### src/rtl/mabort_pkg.sv
package mabort_pkg;

  localparam int CLS_W = 2;
  localparam int ST_W  = 2;

  typedef enum logic [CLS_W-1:0] {
    CLS_HUB_CR     = 2'd0,
    CLS_HUB_POSTED = 2'd1,
    CLS_PCI_RD     = 2'd2,
    CLS_PCI_WR     = 2'd3
  } txn_cls_e;

  typedef enum logic [ST_W-1:0] {
    ST_NORMAL    = 2'd0,
    ST_MST_ABORT = 2'd1,
    ST_TGT_ABORT = 2'd2
  } resp_st_e;

  typedef struct packed {
    logic     valid;
    resp_st_e status;
    logic     force_ones;
    logic     discard;
    logic     relay;
    logic     flush;
    logic     tgt_abort;
    logic     serr;
  } resp_t;

  // Response decision for one abort event.
  function automatic resp_t decide_resp(input txn_cls_e cls,
                                        input logic     as_error,
                                        input logic     serr_en);
    resp_t r;
    r       = '0;
    r.valid = 1'b1;
    unique case (cls)
      CLS_HUB_CR: begin
        r.status     = as_error ? ST_TGT_ABORT : ST_MST_ABORT;
        r.force_ones = 1'b1;
      end
      CLS_HUB_POSTED: begin
        r.discard = 1'b1;
        r.serr    = as_error & serr_en;
      end
      CLS_PCI_RD: begin
        if (as_error) begin
          r.status    = ST_TGT_ABORT;
          r.flush     = 1'b1;
          r.tgt_abort = 1'b1;
        end else begin
          r.relay = 1'b1;
        end
      end
      default: r.valid = 1'b0;
    endcase
    return r;
  endfunction

endpackage

### src/rtl/mabort_cfg_regs.sv
module mabort_cfg_regs (
  input  logic clk,
  input  logic rst_n,
  input  logic cfg_we,
  input  logic cfg_abort_is_err,
  input  logic cfg_serr_en,
  output logic as_error_q,
  output logic serr_en_q
);

  always_ff @(posedge clk or negedge rst_n) begin
    if (!rst_n) begin
      as_error_q <= 1'b0;
      serr_en_q  <= 1'b0;
    end else if (cfg_we) begin
      as_error_q <= cfg_abort_is_err;
      serr_en_q  <= cfg_serr_en;
    end
  end

endmodule

### src/rtl/mabort_resp_stage.sv
module mabort_resp_stage
  import mabort_pkg::*;
(
  input  logic     clk,
  input  logic     rst_n,
  input  logic     abort_stb,
  input  txn_cls_e cls,
  input  logic     as_error,
  input  logic     serr_en,
  output resp_t    resp_d,
  output resp_t    resp_q
);

  always_comb begin
    resp_d = '0;
    if (abort_stb) resp_d = decide_resp(cls, as_error, serr_en);
  end

  always_ff @(posedge clk or negedge rst_n) begin
    if (!rst_n) resp_q <= '0;
    else        resp_q <= resp_d;
  end

endmodule

### src/rtl/mabort_serr_status.sv
module mabort_serr_status (
  input  logic clk,
  input  logic rst_n,
  input  logic set_evt,
  input  logic clr_evt,
  output logic sticky_q
);

  always_ff @(posedge clk or negedge rst_n) begin
    if (!rst_n)       sticky_q <= 1'b0;
    else if (set_evt) sticky_q <= 1'b1;
    else if (clr_evt) sticky_q <= 1'b0;
  end

endmodule

### src/rtl/mabort_handler.sv
module mabort_handler
  import mabort_pkg::*;
(
  input  logic            clk,
  input  logic            rst_n,
  input  logic            cfg_we,
  input  logic            cfg_abort_is_err,
  input  logic            cfg_serr_en,
  input  logic            serr_clr,
  input  logic            abort_stb,
  input  logic [CLS_W-1:0] txn_class,
  output logic            resp_valid,
  output logic [ST_W-1:0] resp_status,
  output logic            force_ones,
  output logic            discard,
  output logic            relay_pkt_data,
  output logic            flush_prefetch,
  output logic            tgt_abort_req,
  output logic            serr_req,
  output logic            serr_sticky
);

  logic  as_error_w;
  logic  serr_en_w;
  logic  serr_set_w;
  resp_t resp_next_w;
  resp_t resp_w;

  mabort_cfg_regs u_cfg (
    .clk              (clk),
    .rst_n            (rst_n),
    .cfg_we           (cfg_we),
    .cfg_abort_is_err (cfg_abort_is_err),
    .cfg_serr_en      (cfg_serr_en),
    .as_error_q       (as_error_w),
    .serr_en_q        (serr_en_w)
  );

  mabort_resp_stage u_stage (
    .clk       (clk),
    .rst_n     (rst_n),
    .abort_stb (abort_stb),
    .cls       (txn_cls_e'(txn_class)),
    .as_error  (as_error_w),
    .serr_en   (serr_en_w),
    .resp_d    (resp_next_w),
    .resp_q    (resp_w)
  );

  assign serr_set_w = resp_next_w.serr;

  mabort_serr_status u_serr (
    .clk      (clk),
    .rst_n    (rst_n),
    .set_evt  (serr_set_w),
    .clr_evt  (serr_clr),
    .sticky_q (serr_sticky)
  );

  assign resp_valid     = resp_w.valid;
  assign resp_status    = resp_w.status;
  assign force_ones     = resp_w.force_ones;
  assign discard        = resp_w.discard;
  assign relay_pkt_data = resp_w.relay;
  assign flush_prefetch = resp_w.flush;
  assign tgt_abort_req  = resp_w.tgt_abort;
  assign serr_req       = resp_w.serr;

endmodule

### config.mk
export PLATFORM = sky130hd
export DESIGN_NAME = mabort_handler
export DESIGN_NICKNAME = d
export VERILOG_FILES = /design/src/rtl/mabort_pkg.sv /design/src/rtl/mabort_cfg_regs.sv /design/src/rtl/mabort_resp_stage.sv /design/src/rtl/mabort_serr_status.sv /design/src/rtl/mabort_handler.sv
export SDC_FILE = /design/constraint.sdc
export NUM_CORES = 1
export LEC_CHECK = 0
export ABC_AREA = 1
export BUFFER_PORTS_ARGS = -buffer_cell sky130_fd_sc_hd__buf_2
export CORE_AREA = 5 5 42 44
export DETAILED_ROUTE_END_ITERATION = 12
export DIE_AREA = 0 0 47 49
export SYNTH_ARGS = -nofsm -noshare
export SYNTH_HDL_FRONTEND = slang
export SYNTH_SLANG_ARGS = --single-unit
### constraint.sdc
create_clock -name clk -period 1.15 [get_ports clk]
set_input_delay 0.0575 -clock clk [delete_from_list [all_inputs] [get_ports clk]]
set_output_delay 0.0575 -clock clk [all_outputs]
set_load 0.03 [all_outputs]
==> impl_table.tex, run 1 <==
\begin{tabular}{lr}
\hline
Metric & Value \\
\hline
\multicolumn{2}{l}{\textbf{Power}} \\
Total power of the final layout & 760.4 uW \\
PD cells & about 1400 nW/um2 \\
Static Leak & between 0.3 and 0.4 nW \\
VDD IR max & 0.5536 mV \\
\multicolumn{2}{l}{\textbf{Global route}} \\
Global route overflow & 0 \\
Wire length of the first global-routing pass & 1.090 mm \\
Largest net degree at the start of global routing & 12 \\
Combined global-route utilization of all metal layers & 0.06833 \\
Antenna violations before repair & 0 \\
Vias in the first global route & 289 \\
\multicolumn{2}{l}{\textbf{Cells and area}} \\
Antenna cells & 0 \\
Nets & 70 \\
Area growth from synthesis to layout & 37.78\% \\
Most frequent cells in the layout & 18 x buf\_2, 11 x dfrtp\_1, 6 x inv\_1, 6 x nand2\_1, 4 x nor2\_1 \\
Share of layout cells above drive strength 1 & 0.4167 \\
Most common cell after layout, fill and taps aside & buf\_2 \\
\multicolumn{2}{l}{\textbf{Setup path}} \\
Nature of the critical path startpoint & flip-flop \\
Cell depth of the worst flop-to-flop path & 4 \\
Sort of element at the end of the critical path & primary output \\
Worst path slowest cell & dfrtp\_1 \\
Critical path data arrival time & just over 0.8 ns \\
Kind of cell adding the most delay to the critical path & flip-flops \\
Kind of critical path & flip-flop to primary output \\
Max Fanout on Critical Path & 2 \\
CP bufs+invs & 1 \\
Critical path, cell by cell & buf\_2 \\
Crit. path cell count & 1 \\
Required time worst endpoint & 1.09 ns \\
Largest incremental delay on the critical path & 0.38 ns \\
\multicolumn{2}{l}{\textbf{Floorplanning}} \\
Initial cell density of the core & 0.2813 \\
Area of the die & 2303 um2 \\
X dimension of the die & 47 um \\
Core outline area & 1401 um2 \\
Number of top-level design ports & 19 \\
Floorplan row count & 14 \\
Height of the die & about 50 um \\
\multicolumn{2}{l}{\textbf{Run}} \\
Max Cap Violations & 0 \\
\multicolumn{2}{l}{\textbf{Yosys}} \\
Avg Cell Area, Syn & 10.65 um2 \\
Fraction of synthesized cell area taken by the top area cell type & 0.6984 \\
Post-synth design cell area & 394.1 um2 \\
Cell types occupying the most area after synthesis & dfrtp\_1 70\%, inv\_1 5.7\%, nand2\_1 5.7\% \\
Net count after synthesis & 46 \\
Area leader, netlist & dfrtp\_1 \\
Sequential share of the synthesized area & 0.6984 \\
Synthesis-stage register bit count & 11 \\
Number of distinct standard cells referenced by the synthesized netlist & 11 \\
Number of standard cells after synthesis & 37 \\
Yosys Warn Count & 0 \\
\multicolumn{2}{l}{\textbf{Routing}} \\
Number of design rule violations left after detail routing & 0 \\
DR WL/cell & 9.013 um \\
Remaining antenna violation count after routing & 0 \\
Mean number of vias per cell & 4.105 \\
Count of vias placed by the detailed router & 312 \\
Final Routed Wirelength & 685 um \\
Detailed-router iteration count before antenna repair & 2 \\
Initial DRC count & 2 \\
\multicolumn{2}{l}{\textbf{Clock tree}} \\
Root buffer selected by CTS & clkbuf\_4 \\
Latest clock arrival within the worst-skew pair & 0.26 ns \\
Number of clock sinks & 11 \\
Clock buffers created by TritonCTS & 3 \\
Post-CTS clock slew at the launch and capture registers of the worst setup and hold paths & 0.06 ns \\
TritonCTS clock tree & built \\
Clock Tree Buf Depth & 2 \\
Number of H-tree levels & 1 \\
Post-CTS Setup Inserts & 0 \\
\multicolumn{2}{l}{\textbf{Timing}} \\
Final count of hold timing violations & 0 \\
Final Slew Violations & 0 \\
Slew of the pin with the lowest slew margin & around 0.23 ns \\
Final cycle utilization of the critical path & 0.7630 \\
Peak Freq & 1140 MHz \\
RSZ-0062 raised after global routing & false \\
Final min period & 0.8774 ns \\
TNS Setup & 0 ns \\
Worst Clk Skew & around 0.00021 ns \\
\# setup viols final & 0 \\
Slew Limit Headroom & 0.8434 \\
\multicolumn{2}{l}{\textbf{Outcome}} \\
Run status & finished clean \\
\multicolumn{2}{l}{\textbf{Place}} \\
Count of buffers inserted at the top-level ports & 18 \\
Global placement routability congestion & 0.7016 \\
Dpl hpwl & 572.4 um \\
\multicolumn{2}{l}{\textbf{Hold path}} \\
Cell count of the worst hold path & 3 \\
Type of the most critical hold path & input pin to flip-flop \\
\hline
\end{tabular}
==> synth_stat cells <==
cell / n
inv_1: 6
buf_4: 1
inv_2: 1
nand3_1: 1
nor2_1: 4
nand2_2: 2
dfrtp_1: 11
o21ai_0: 2
nand2_1: 6
nor3_2: 1
nor3_1: 2
==> what timing repair did <==
action	4_1_cts	5_1_grt
endpoints found under the setup margin	0	0
gates resized for setup	0	0
hold endpoints to repair	13	0
hold buffers	2	0
==> stage by stage <==
step	hold WS, ns	instance area [um2]	std cells	worst slack, ns	utilization
after global placement	-0.06771	496.7	70	0.4158	0.3545
after CTS	0.004627	543.0	76	0.2608	0.3875
after global routing	0.01259	543.0	76	0.2247	0.3875
after detailed placement	-0.06072	496.7	70	0.3743	0.3545
after floorplan	-0.2381	394.1	37	0.3892	-
final	0.005008	543.0	76	0.2726	0.3875
==> layout make-up <==
cell class	instances	area, um2
clock buffer	4	26.28
multi-input combinational	18	85.08
fill	153	858.3
timing repair buffer	20	110.1
inverter	7	26.28
sequential	11	275.3
tap	16	20.02
==> registers in the layout (all words and copies together), names as in the netlist <==
| signal | cells |
|---|---|
| u_cfg.as_error_q | 1 |
| u_serr.sticky_q | 1 |
| u_stage.resp_q | 8 |
| u_cfg.serr_en_q | 1 |
==> report_power, final <==
group / switching [mW] / total [mW] / internal [mW]
Combinational: 0.0637 / 0.0965 / 0.0328
Clock: 0.117 / 0.251 / 0.134
Sequential: 0.00775 / 0.413 / 0.405
Total: 0.189 / 0.760 / 0.572
==> per-layer routing <==
| metal | share of wire | vias to the layer above | GRT usage | wire length, um |
|---|---|---|---|---|
| met5 | 0 | - | 0 | 0 |
| met4 | 0.013 | 0 | 0.05530 | 9 |
| met3 | 0.15 | 2 | 0.03690 | 104 |
| met2 | 0.46 | 19 | 0.09955 | 314 |
| met1 | 0.38 | 137 | 0.06818 | 257 |
| li1 | - | 154 | - | - |
==> path summary, 6_finish.rpt <==
check	startpoint	end	slack, ns
max	u_serr.sticky_q	serr_sticky	0.27
min	cfg_serr_en	u_cfg.serr_en_q	0.005
max reg2reg	u_cfg.as_error_q	u_serr.sticky_q	0.39
min reg2reg	u_serr.sticky_q	u_serr.sticky_q	0.48
max in group asynchronous	rst_n	u_serr.sticky_q	0.78
min in group asynchronous	rst_n	u_cfg.serr_en_q	0.18
==> worst register-to-register path, stage by stage (launching register included) <==
cell and delay, ns:
dfrtp_1 0.41, nand2_1 0.07, inv_1 0.03, nand3_1 0.09, nand2_1 0.05
==> cells by family after synthesis <==
kind of cell / count (synthesis) / synth area share
and+or+nand+nor: 16 / 0.1904
DFF: 11 / 0.6984
AOI/OAI and AO/OA: 2 / 0.02540
buffers and inverters: 8 / 0.08571
(Power assumes the default switching activity.)
==> run 2, diff against run 1 <==
==> constraint.sdc (replaced) <==
create_clock -name clk -period 0.9 [get_ports clk]
set_input_delay 0.045 -clock clk [delete_from_list [all_inputs] [get_ports clk]]
set_output_delay 0.045 -clock clk [all_outputs]
set_load 0.03 [all_outputs]
==> run 2 against run 1 <==
Compared with the run above: clock-buffer cell count did not move; critical path type unchanged; clock skew barely moved; sequential power rose by 28%; via count rose by 7.4%; sequential cell count did not move; die area did not move; non-clock buffer count rose by 3; first-iteration DRC count rose to 4.0 times the previous value; design area rose by 5.5%; sequential share of layout area fell by 2.7 points.
==> impl_table.tex, run 2 (synthesis gave the netlist of run 1 again) <==
\begin{tabular}{lr}
\hline
Metric & Value \\
\hline
\multicolumn{2}{l}{\textbf{Timing}} \\
Final cycle utilization of the critical path & 0.9627 \\
Final count of hold timing violations & 0 (unchanged) \\
Final min period & 0.8664 ns \\
\# setup viols final & 0 (unchanged) \\
TNS Setup & 0 ns (unchanged) \\
Slew Limit Headroom & 0.8406 (was 0.8434) \\
Worst Clk Skew & 0.0002081 ns (was 0.0002071 ns) \\
Final Slew Violations & 0 (unchanged) \\
WHS & 0.007531 ns (was 0.005008 ns) \\
Slew of the pin with the lowest slew margin & 0.2391 ns (was 0.2349 ns) \\
Peak Freq & about 1200 MHz \\
RSZ-0062 raised after global routing & false (unchanged) \\
\multicolumn{2}{l}{\textbf{Setup path}} \\
Max Fanout on Critical Path & 2 (unchanged) \\
Critical path, cell by cell & buf\_2 (unchanged) \\
Beginning of the critical path & u\_serr.sticky\_q (unchanged) \\
CP bufs+invs & 1 (unchanged) \\
Critical path data arrival time & 0.82 ns (about the same) \\
Kind of cell adding the most delay to the critical path & flip-flops (unchanged) \\
Largest incremental delay on the critical path & 0.38 ns (about the same) \\
Worst path slowest cell & dfrtp\_1 (unchanged) \\
Kind of critical path & flip-flop to primary output (unchanged) \\
Required time worst endpoint & 0.85 ns (was 1.09 ns) \\
Nature of the critical path startpoint & flip-flop (unchanged) \\
Sort of element at the end of the critical path & primary output (unchanged) \\
Reg2Reg Launch Point & u\_cfg.as\_error\_q (unchanged) \\
\multicolumn{2}{l}{\textbf{Global route}} \\
Vias in the first global route & 296 (was 289) \\
Combined global-route utilization of all metal layers & 0.07260 (was 0.06833) \\
Antenna violations before repair & 0 (unchanged) \\
Largest net degree at the start of global routing & 12 (unchanged) \\
Global route overflow & 0 (unchanged) \\
Wire length of the first global-routing pass & 1.138 mm (was 1.090 mm) \\
\multicolumn{2}{l}{\textbf{Place}} \\
Dpl hpwl & 581.9 um (was 572.4 um) \\
Count of buffers inserted at the top-level ports & 18 (unchanged) \\
Global placement routability congestion & 0.7010 (was 0.7016) \\
\multicolumn{2}{l}{\textbf{Clock tree}} \\
Number of clock sinks & 11 (unchanged) \\
Number of H-tree levels & 1 (unchanged) \\
TritonCTS clock tree & built (unchanged) \\
Latest clock arrival within the worst-skew pair & 0.26 ns (about the same) \\
Root buffer selected by CTS & clkbuf\_4 (unchanged) \\
Clock Tree Buf Depth & 2 (unchanged) \\
Hold Buf Count CTS & 5 (was 2) \\
Post-CTS sizing & 0 (unchanged) \\
Post-CTS clock slew at the launch and capture registers of the worst setup and hold paths & 0.06 ns (about the same) \\
Clock buffers created by TritonCTS & 3 (unchanged) \\
Post-CTS Setup Inserts & 0 (unchanged) \\
\multicolumn{2}{l}{\textbf{Routing}} \\
Count of vias placed by the detailed router & 335 (was 312) \\
Detailed-router iteration count before antenna repair & 3 (was 2) \\
Initial DRC count & 8 (was 2) \\
DR WL/cell & 9.063 um (was 9.013 um) \\
Number of design rule violations left after detail routing & 0 (unchanged) \\
Final Routed Wirelength & 716 um (was 685 um) \\
Remaining antenna violation count after routing & 0 (unchanged) \\
Mean number of vias per cell & 4.241 (was 4.105) \\
\multicolumn{2}{l}{\textbf{Cells and area}} \\
Number of flip-flops under the largest register name & 8 (unchanged) \\
Register name with the most flops & u\_stage.resp\_q (unchanged) \\
Area growth from synthesis to layout & 45.40\% (was 37.78\%) \\
Most frequent cells in the layout & 18 x buf\_2, 11 x dfrtp\_1, 6 x inv\_1, 6 x nand2\_1, 5 x dlygate4sd3\_1 (was 18 x buf\_2, 11 x dfrtp\_1, 6 x inv\_1, 6 x nand2\_1, 4 x nor2\_1) \\
Total of fill cells in the finished design & 168 (was 153) \\
Antenna cells & 0 (unchanged) \\
Most common cell after layout, fill and taps aside & buf\_2 (unchanged) \\
Nets & 73 (was 70) \\
Share of layout cells above drive strength 1 & 0.3968 (was 0.4167) \\
\multicolumn{2}{l}{\textbf{Power}} \\
PD cells & 1715 nW/um2 (was 1400 nW/um2) \\
Sw Pwr & 244.0 uW (was 188.6 uW) \\
Design internal power & 739.0 uW (was 571.8 uW) \\
Clk network pwr share & 0.327 (was 0.330) \\
Gate power share & 0.136 (was 0.127) \\
VDD IR max & 0.7106 mV (was 0.5536 mV) \\
Sequential share of power & 0.536 (was 0.543) \\
Static Leak & 0.3459 nW (was 0.3333 nW) \\
Switching Share & 0.2482 (was 0.2480) \\
\multicolumn{2}{l}{\textbf{Floorplanning}} \\
Area of the die & 2303 um2 (unchanged) \\
Initial cell density of the core & 0.2813 (unchanged) \\
X dimension of the die & 47 um (unchanged) \\
Height of the die & 49 um (unchanged) \\
Core outline area & 1401 um2 (unchanged) \\
Floorplan row count & 14 (unchanged) \\
Number of top-level design ports & 19 (unchanged) \\
\multicolumn{2}{l}{\textbf{Outcome}} \\
Run status & finished clean (unchanged) \\
\multicolumn{2}{l}{\textbf{Run}} \\
Max Cap Violations & 0 (unchanged) \\
\multicolumn{2}{l}{\textbf{Hold path}} \\
Type of the most critical hold path & input pin to flip-flop (unchanged) \\
Launch point of the worst hold path & serr\_clr (was cfg\_serr\_en) \\
\hline
\end{tabular}
-- run 2: changes by cell type in the layout (fill, tap and decap cells not counted) --
cell and change:
dlygate4sd3_1 +3
-- run 2: power groups by stage --
stage,logic (mW),clock network [mW],registers (mW)
4_1_cts,0.137,0.335,0.528
6_report,0.134,0.322,0.527
3_3_place_gp,0.118,0,0.536
5_1_grt,0.149,0.359,0.530
3_5_place_dp,0.121,0,0.537
2_1_floorplan,0.0355,0,0.568
-- run 2: path summary, 6_finish.rpt --
check	to	slack, ns	depth (start not counted)
hold reg to reg	u_serr.sticky_q	0.49	2
hold / removal	u_serr.sticky_q	0.008	4
max in group asynchronous	u_cfg.as_error_q	0.54	2
min in group asynchronous	u_serr.sticky_q	0.17	2
setup / recovery	serr_sticky	0.03	1
setup reg to reg	u_serr.sticky_q	0.14	4
-- run 2: worst min-delay path: stages --
cell	delay (ns)
buf_2	0.07
inv_1	0.03
nand2_1	0.04
nand2_1	0.04
-- run 2: layout make-up --
class | count | area [um2] | area share
well taps | 16 | 20.02 | 0.03493
inverters | 7 | 26.28 | 0.04585
flip-flops and latches | 11 | 275.3 | 0.4803
clock buffers | 4 | 26.28 | 0.04585
multi-input cells | 18 | 85.08 | 0.1485
repair buffers | 23 | 140.1 | 0.2445
-- run 2: per-stage QoR --
stage / utilization / setup slack [ns] / cells / power (mW) / area (um2)
floorplan: - / 0.1517 / 37 / 0.6037 / 394.1
finish: 0.4089 / 0.03357 / 79 / 0.9830 / 573.1
CTS: 0.4089 / 0.01868 / 79 / 0.9998 / 573.1
global route: 0.4089 / 0.002569 / 79 / 1.038 / 573.1
global placement: 0.3545 / 0.1646 / 70 / 0.6547 / 496.7
detailed placement: 0.3545 / 0.1272 / 70 / 0.6574 / 496.7
-- run 2: routing by layer --
| metal | GRT usage | share of wire | up-vias |
|---|---|---|---|
| met3 | 0.03690 | 0.14 | 4 |
| li1 | - | - | 161 |
| met1 | 0.07045 | 0.38 | 152 |
| met5 | 0 | 0 | - |
| met4 | 0.06912 | 0.032 | 0 |
| met2 | 0.1041 | 0.45 | 18 |
==> run 3, diff against run 2 <==
--- a/config.mk
+++ b/config.mk
@@ -5,11 +5,12 @@
 export SDC_FILE = /design/constraint.sdc
 export NUM_CORES = 1
 export LEC_CHECK = 0
-export ABC_AREA = 1
 export BUFFER_PORTS_ARGS = -buffer_cell sky130_fd_sc_hd__buf_2
 export CORE_AREA = 5 5 42 44
 export DETAILED_ROUTE_END_ITERATION = 12
 export DIE_AREA = 0 0 47 49
+export MAX_ROUTING_LAYER = met4
+export SLEW_MARGIN = 10
 export SYNTH_ARGS = -nofsm -noshare
 export SYNTH_HDL_FRONTEND = slang
 export SYNTH_SLANG_ARGS = --single-unit
==> run 3 against run 2 <==
Compared with the run above: sequential power about the same; maximum frequency increased by 0.99%; first-iteration DRC count decreased by 63%; design area decreased by 1.5%; largest power group unchanged; combinational power increased by 4%; wire length increased by 3.6%; clock-buffer cell count unchanged.
==> impl_table.tex, run 3 <==
\begin{tabular}{lr}
\hline
Metric & Value \\
\hline
\multicolumn{2}{l}{\textbf{Timing}} \\
Final Slew Violations & 0 (unchanged) \\
Slew Limit Headroom & 0.8395 (was 0.8406) \\
Final min period & 0.8579 ns (was 0.8664 ns) \\
Peak Freq & 1166 MHz (was 1154 MHz) \\
Worst Clk Skew & 0.001762 ns (was 0.0002081 ns) \\
RSZ-0062 raised after global routing & false (unchanged) \\
Slew of the pin with the lowest slew margin & 0.2407 ns (was 0.2391 ns) \\
Final setup margin & 0.04208 ns (was 0.03357 ns) \\
WHS & 0.01193 ns (was 0.007531 ns) \\
\# setup viols final & 0 (unchanged) \\
TNS Setup & 0 ns (unchanged) \\
Final count of hold timing violations & 0 (unchanged) \\
Final cycle utilization of the critical path & 0.9532 (was 0.9627) \\
\multicolumn{2}{l}{\textbf{Yosys}} \\
Number of flops mapped to enable cells by yosys & 0 (unchanged) \\
Area leader, netlist & dfrtp\_1 (unchanged) \\
Yosys Warn Count & 0 (unchanged) \\
Post-synth design cell area & 381.6 um2 (was 394.1 um2) \\
Most common library cells after synthesis & 11 x dfrtp\_1, 2 x and3b\_1, 2 x mux2\_2 (was 11 x dfrtp\_1, 6 x inv\_1, 6 x nand2\_1) \\
Sequential share of the synthesized area & 0.7213 (was 0.6984) \\
Net count after synthesis & 34 (was 46) \\
Async S/R FF share, synth & 1.000 (unchanged) \\
Most common flop cell mapped by yosys & dfrtp\_1 (unchanged) \\
Synthesis-stage register bit count & 11 (unchanged) \\
Number of distinct standard cells referenced by the synthesized netlist & 13 (was 11) \\
Cell types occupying the most area after synthesis & dfrtp\_1 72\%, mux2\_2 5.9\%, and3b\_1 4.6\% (was dfrtp\_1 70\%, inv\_1 5.7\%, nand2\_1 5.7\%) \\
Top-count cell post-synth & dfrtp\_1 (unchanged) \\
Fraction of synthesized cell area taken by the top area cell type & 0.7213 (was 0.6984) \\
Number of standard cells after synthesis & 25 (was 37) \\
Avg Cell Area, Syn & 15.26 um2 (was 10.65 um2) \\
\multicolumn{2}{l}{\textbf{Floorplanning}} \\
Initial cell density of the core & 0.2723 (was 0.2813) \\
Core outline area & 1401 um2 (unchanged) \\
X dimension of the die & 47 um (unchanged) \\
Height of the die & 49 um (unchanged) \\
Area of the die & 2303 um2 (unchanged) \\
Floorplan row count & 14 (unchanged) \\
Number of top-level design ports & 19 (unchanged) \\
\multicolumn{2}{l}{\textbf{Cells and area}} \\
Register name with the most flops & u\_stage.resp\_q (unchanged) \\
Share of layout cells above drive strength 1 & 0.5490 (was 0.3968) \\
Antenna cells & 0 (unchanged) \\
Most frequent cells in the layout & 17 x buf\_2, 11 x dfrtp\_1, 3 x clkbuf\_4, 3 x dlygate4sd3\_1, 3 x buf\_4 (was 18 x buf\_2, 11 x dfrtp\_1, 6 x inv\_1, 6 x nand2\_1, 5 x dlygate4sd3\_1) \\
Most common cell after layout, fill and taps aside & buf\_2 (unchanged) \\
Nets & 61 (was 73) \\
Final Util & 0.4027 (was 0.4089) \\
Number of flip-flops under the largest register name & 8 (unchanged) \\
Area growth from synthesis to layout & 47.87\% (was 45.40\%) \\
\multicolumn{2}{l}{\textbf{Global route}} \\
Met2 demand-to-capacity share in global routing & 0.1041 (unchanged) \\
Largest net degree at the start of global routing & 12 (unchanged) \\
Antenna violations before repair & 0 (unchanged) \\
Global route overflow & 0 (unchanged) \\
Vias in the first global route & 278 (was 296) \\
Wire length of the first global-routing pass & 1.083 mm (was 1.138 mm) \\
Combined global-route utilization of all metal layers & 0.07028 (was 0.07260) \\
M1 GR Usage & 0.06651 (was 0.07045) \\
Global routing usage on met3 & 0.03321 (was 0.03690) \\
GRT Max-Usage Layer & met2 (unchanged) \\
\multicolumn{2}{l}{\textbf{Clock tree}} \\
Latest clock arrival within the worst-skew pair & 0.26 ns (about the same) \\
Root buffer selected by CTS & clkbuf\_4 (unchanged) \\
Clock buffers created by TritonCTS & 3 (unchanged) \\
Number of H-tree levels & 1 (unchanged) \\
Post-CTS clock slew at the launch and capture registers of the worst setup and hold paths & 0.07 ns (was 0.06 ns) \\
Number of clock sinks & 11 (unchanged) \\
Clock Tree Buf Depth & 2 (unchanged) \\
TritonCTS clock tree & built (unchanged) \\
\multicolumn{2}{l}{\textbf{Place}} \\
Global placement routability congestion & 0.6963 (was 0.7010) \\
Count of buffers inserted at the top-level ports & 18 (unchanged) \\
Setup Slack @ Placement & 0.02443 ns (was 0.1272 ns) \\
\multicolumn{2}{l}{\textbf{Setup path}} \\
Kind of critical path & flip-flop to primary output (unchanged) \\
Max Fanout on Critical Path & 2 (unchanged) \\
Required time worst endpoint & 0.85 ns (about the same) \\
Critical path, cell by cell & buf\_4 (was buf\_2) \\
Critical path data arrival time & 0.81 ns (was 0.82 ns) \\
Cell depth of the worst flop-to-flop path & 2 (was 4) \\
Kind of cell adding the most delay to the critical path & flip-flops (unchanged) \\
Sort of element at the end of the critical path & primary output (unchanged) \\
CP bufs+invs & 1 (unchanged) \\
Worst path slowest cell & dfrtp\_1 (unchanged) \\
Crit. path cell count & 1 (unchanged) \\
Largest incremental delay on the critical path & 0.38 ns (about the same) \\
Nature of the critical path startpoint & flip-flop (unchanged) \\
\multicolumn{2}{l}{\textbf{Run}} \\
Max Cap Violations & 0 (unchanged) \\
\multicolumn{2}{l}{\textbf{Routing}} \\
Mean number of vias per cell & 4.299 (was 4.241) \\
Remaining antenna violation count after routing & 0 (unchanged) \\
DR WL/cell & 11.07 um (was 9.063 um) \\
Final Routed Wirelength & 742 um (was 716 um) \\
Initial DRC count & 3 (was 8) \\
Count of vias placed by the detailed router & 288 (was 335) \\
Number of design rule violations left after detail routing & 0 (unchanged) \\
Detailed-router iteration count before antenna repair & 4 (was 3) \\
\multicolumn{2}{l}{\textbf{Power}} \\
Total power of the final layout & 992.6 uW (was 983.0 uW) \\
VDD IR max & 0.7496 mV (was 0.7106 mV) \\
Static Leak & 0.3159 nW (was 0.3459 nW) \\
PD cells & 1759 nW/um2 (was 1715 nW/um2) \\
\multicolumn{2}{l}{\textbf{Hold path}} \\
Type of the most critical hold path & input pin to flip-flop (unchanged) \\
Cell count of the worst hold path & 2 (was 4) \\
\multicolumn{2}{l}{\textbf{Outcome}} \\
Run status & finished clean (unchanged) \\
\hline
\end{tabular}
[run 3: kinds of logic (layout without fill, tap and decap cells)]
group | Yosys count | count (layout) | share of synthesized area
AOI/OAI and AO/OA | 2 | 2 | 0.04591
and+or+nand+nor | 8 | 8 | 0.1443
buffers and inverters | 2 | 28 | 0.02951
DFF | 11 | 11 | 0.7213
muxes | 2 | 2 | 0.05901
[run 3: path summary, 6_finish.rpt]
kind,start,to,slack [ns]
setup reg to reg,u_cfg.as_error_q,u_stage.resp_q[2],0.06
max in group asynchronous,rst_n,u_stage.resp_q[8],0.52
setup / recovery,u_serr.sticky_q,serr_sticky,0.04
hold / removal,cfg_serr_en,u_cfg.serr_en_q,0.01
min in group asynchronous,rst_n,u_stage.resp_q[7],0.18
hold reg to reg,u_cfg.serr_en_q,u_cfg.serr_en_q,0.55
[run 3: per-stage QoR]
step	cells	cell area (um2)
final	67	564.3
after global routing	67	564.3
after CTS	66	548.0
after detailed placement	59	491.7
after global placement	59	491.7
after floorplan	25	381.6
[run 3: repair_timing]
action	in CTS	in global routing
gates resized for setup	0	4
buffers inserted	0	1
hold buffers	3	0
endpoints found under the hold margin	14	0
endpoints found under the setup margin	0	3
[run 3: cell type report]
class	count	area, um2
Fill cell	149	837.1
Sequential cell	11	275.3
Timing Repair Buffer	23	137.6
Multi-Input combinational cell	12	101.3
Clock buffer	4	26.28
Tap cell	16	20.02
Inverter	1	3.754
[run 3: report_power, final]
| part | total (mW) | internal (mW) | switching (mW) |
|---|---|---|---|
| registers | 0.530 | 0.519 | 0.0116 |
| logic | 0.139 | 0.0618 | 0.0774 |
| clock network | 0.323 | 0.171 | 0.152 |
| total | 0.993 | 0.752 | 0.241 |
[run 3: per-layer routing]
metal	wire length (um)	up-vias
met5	0	-
met4	4	0
met3	52	2
met2	371	8
met1	314	140
li1	-	138
[run 3: worst register-to-register path: stages, from the launching register on]
cell and delay (ns):
dfrtp_1 0.40, and3b_1 0.18, and2_4 0.15
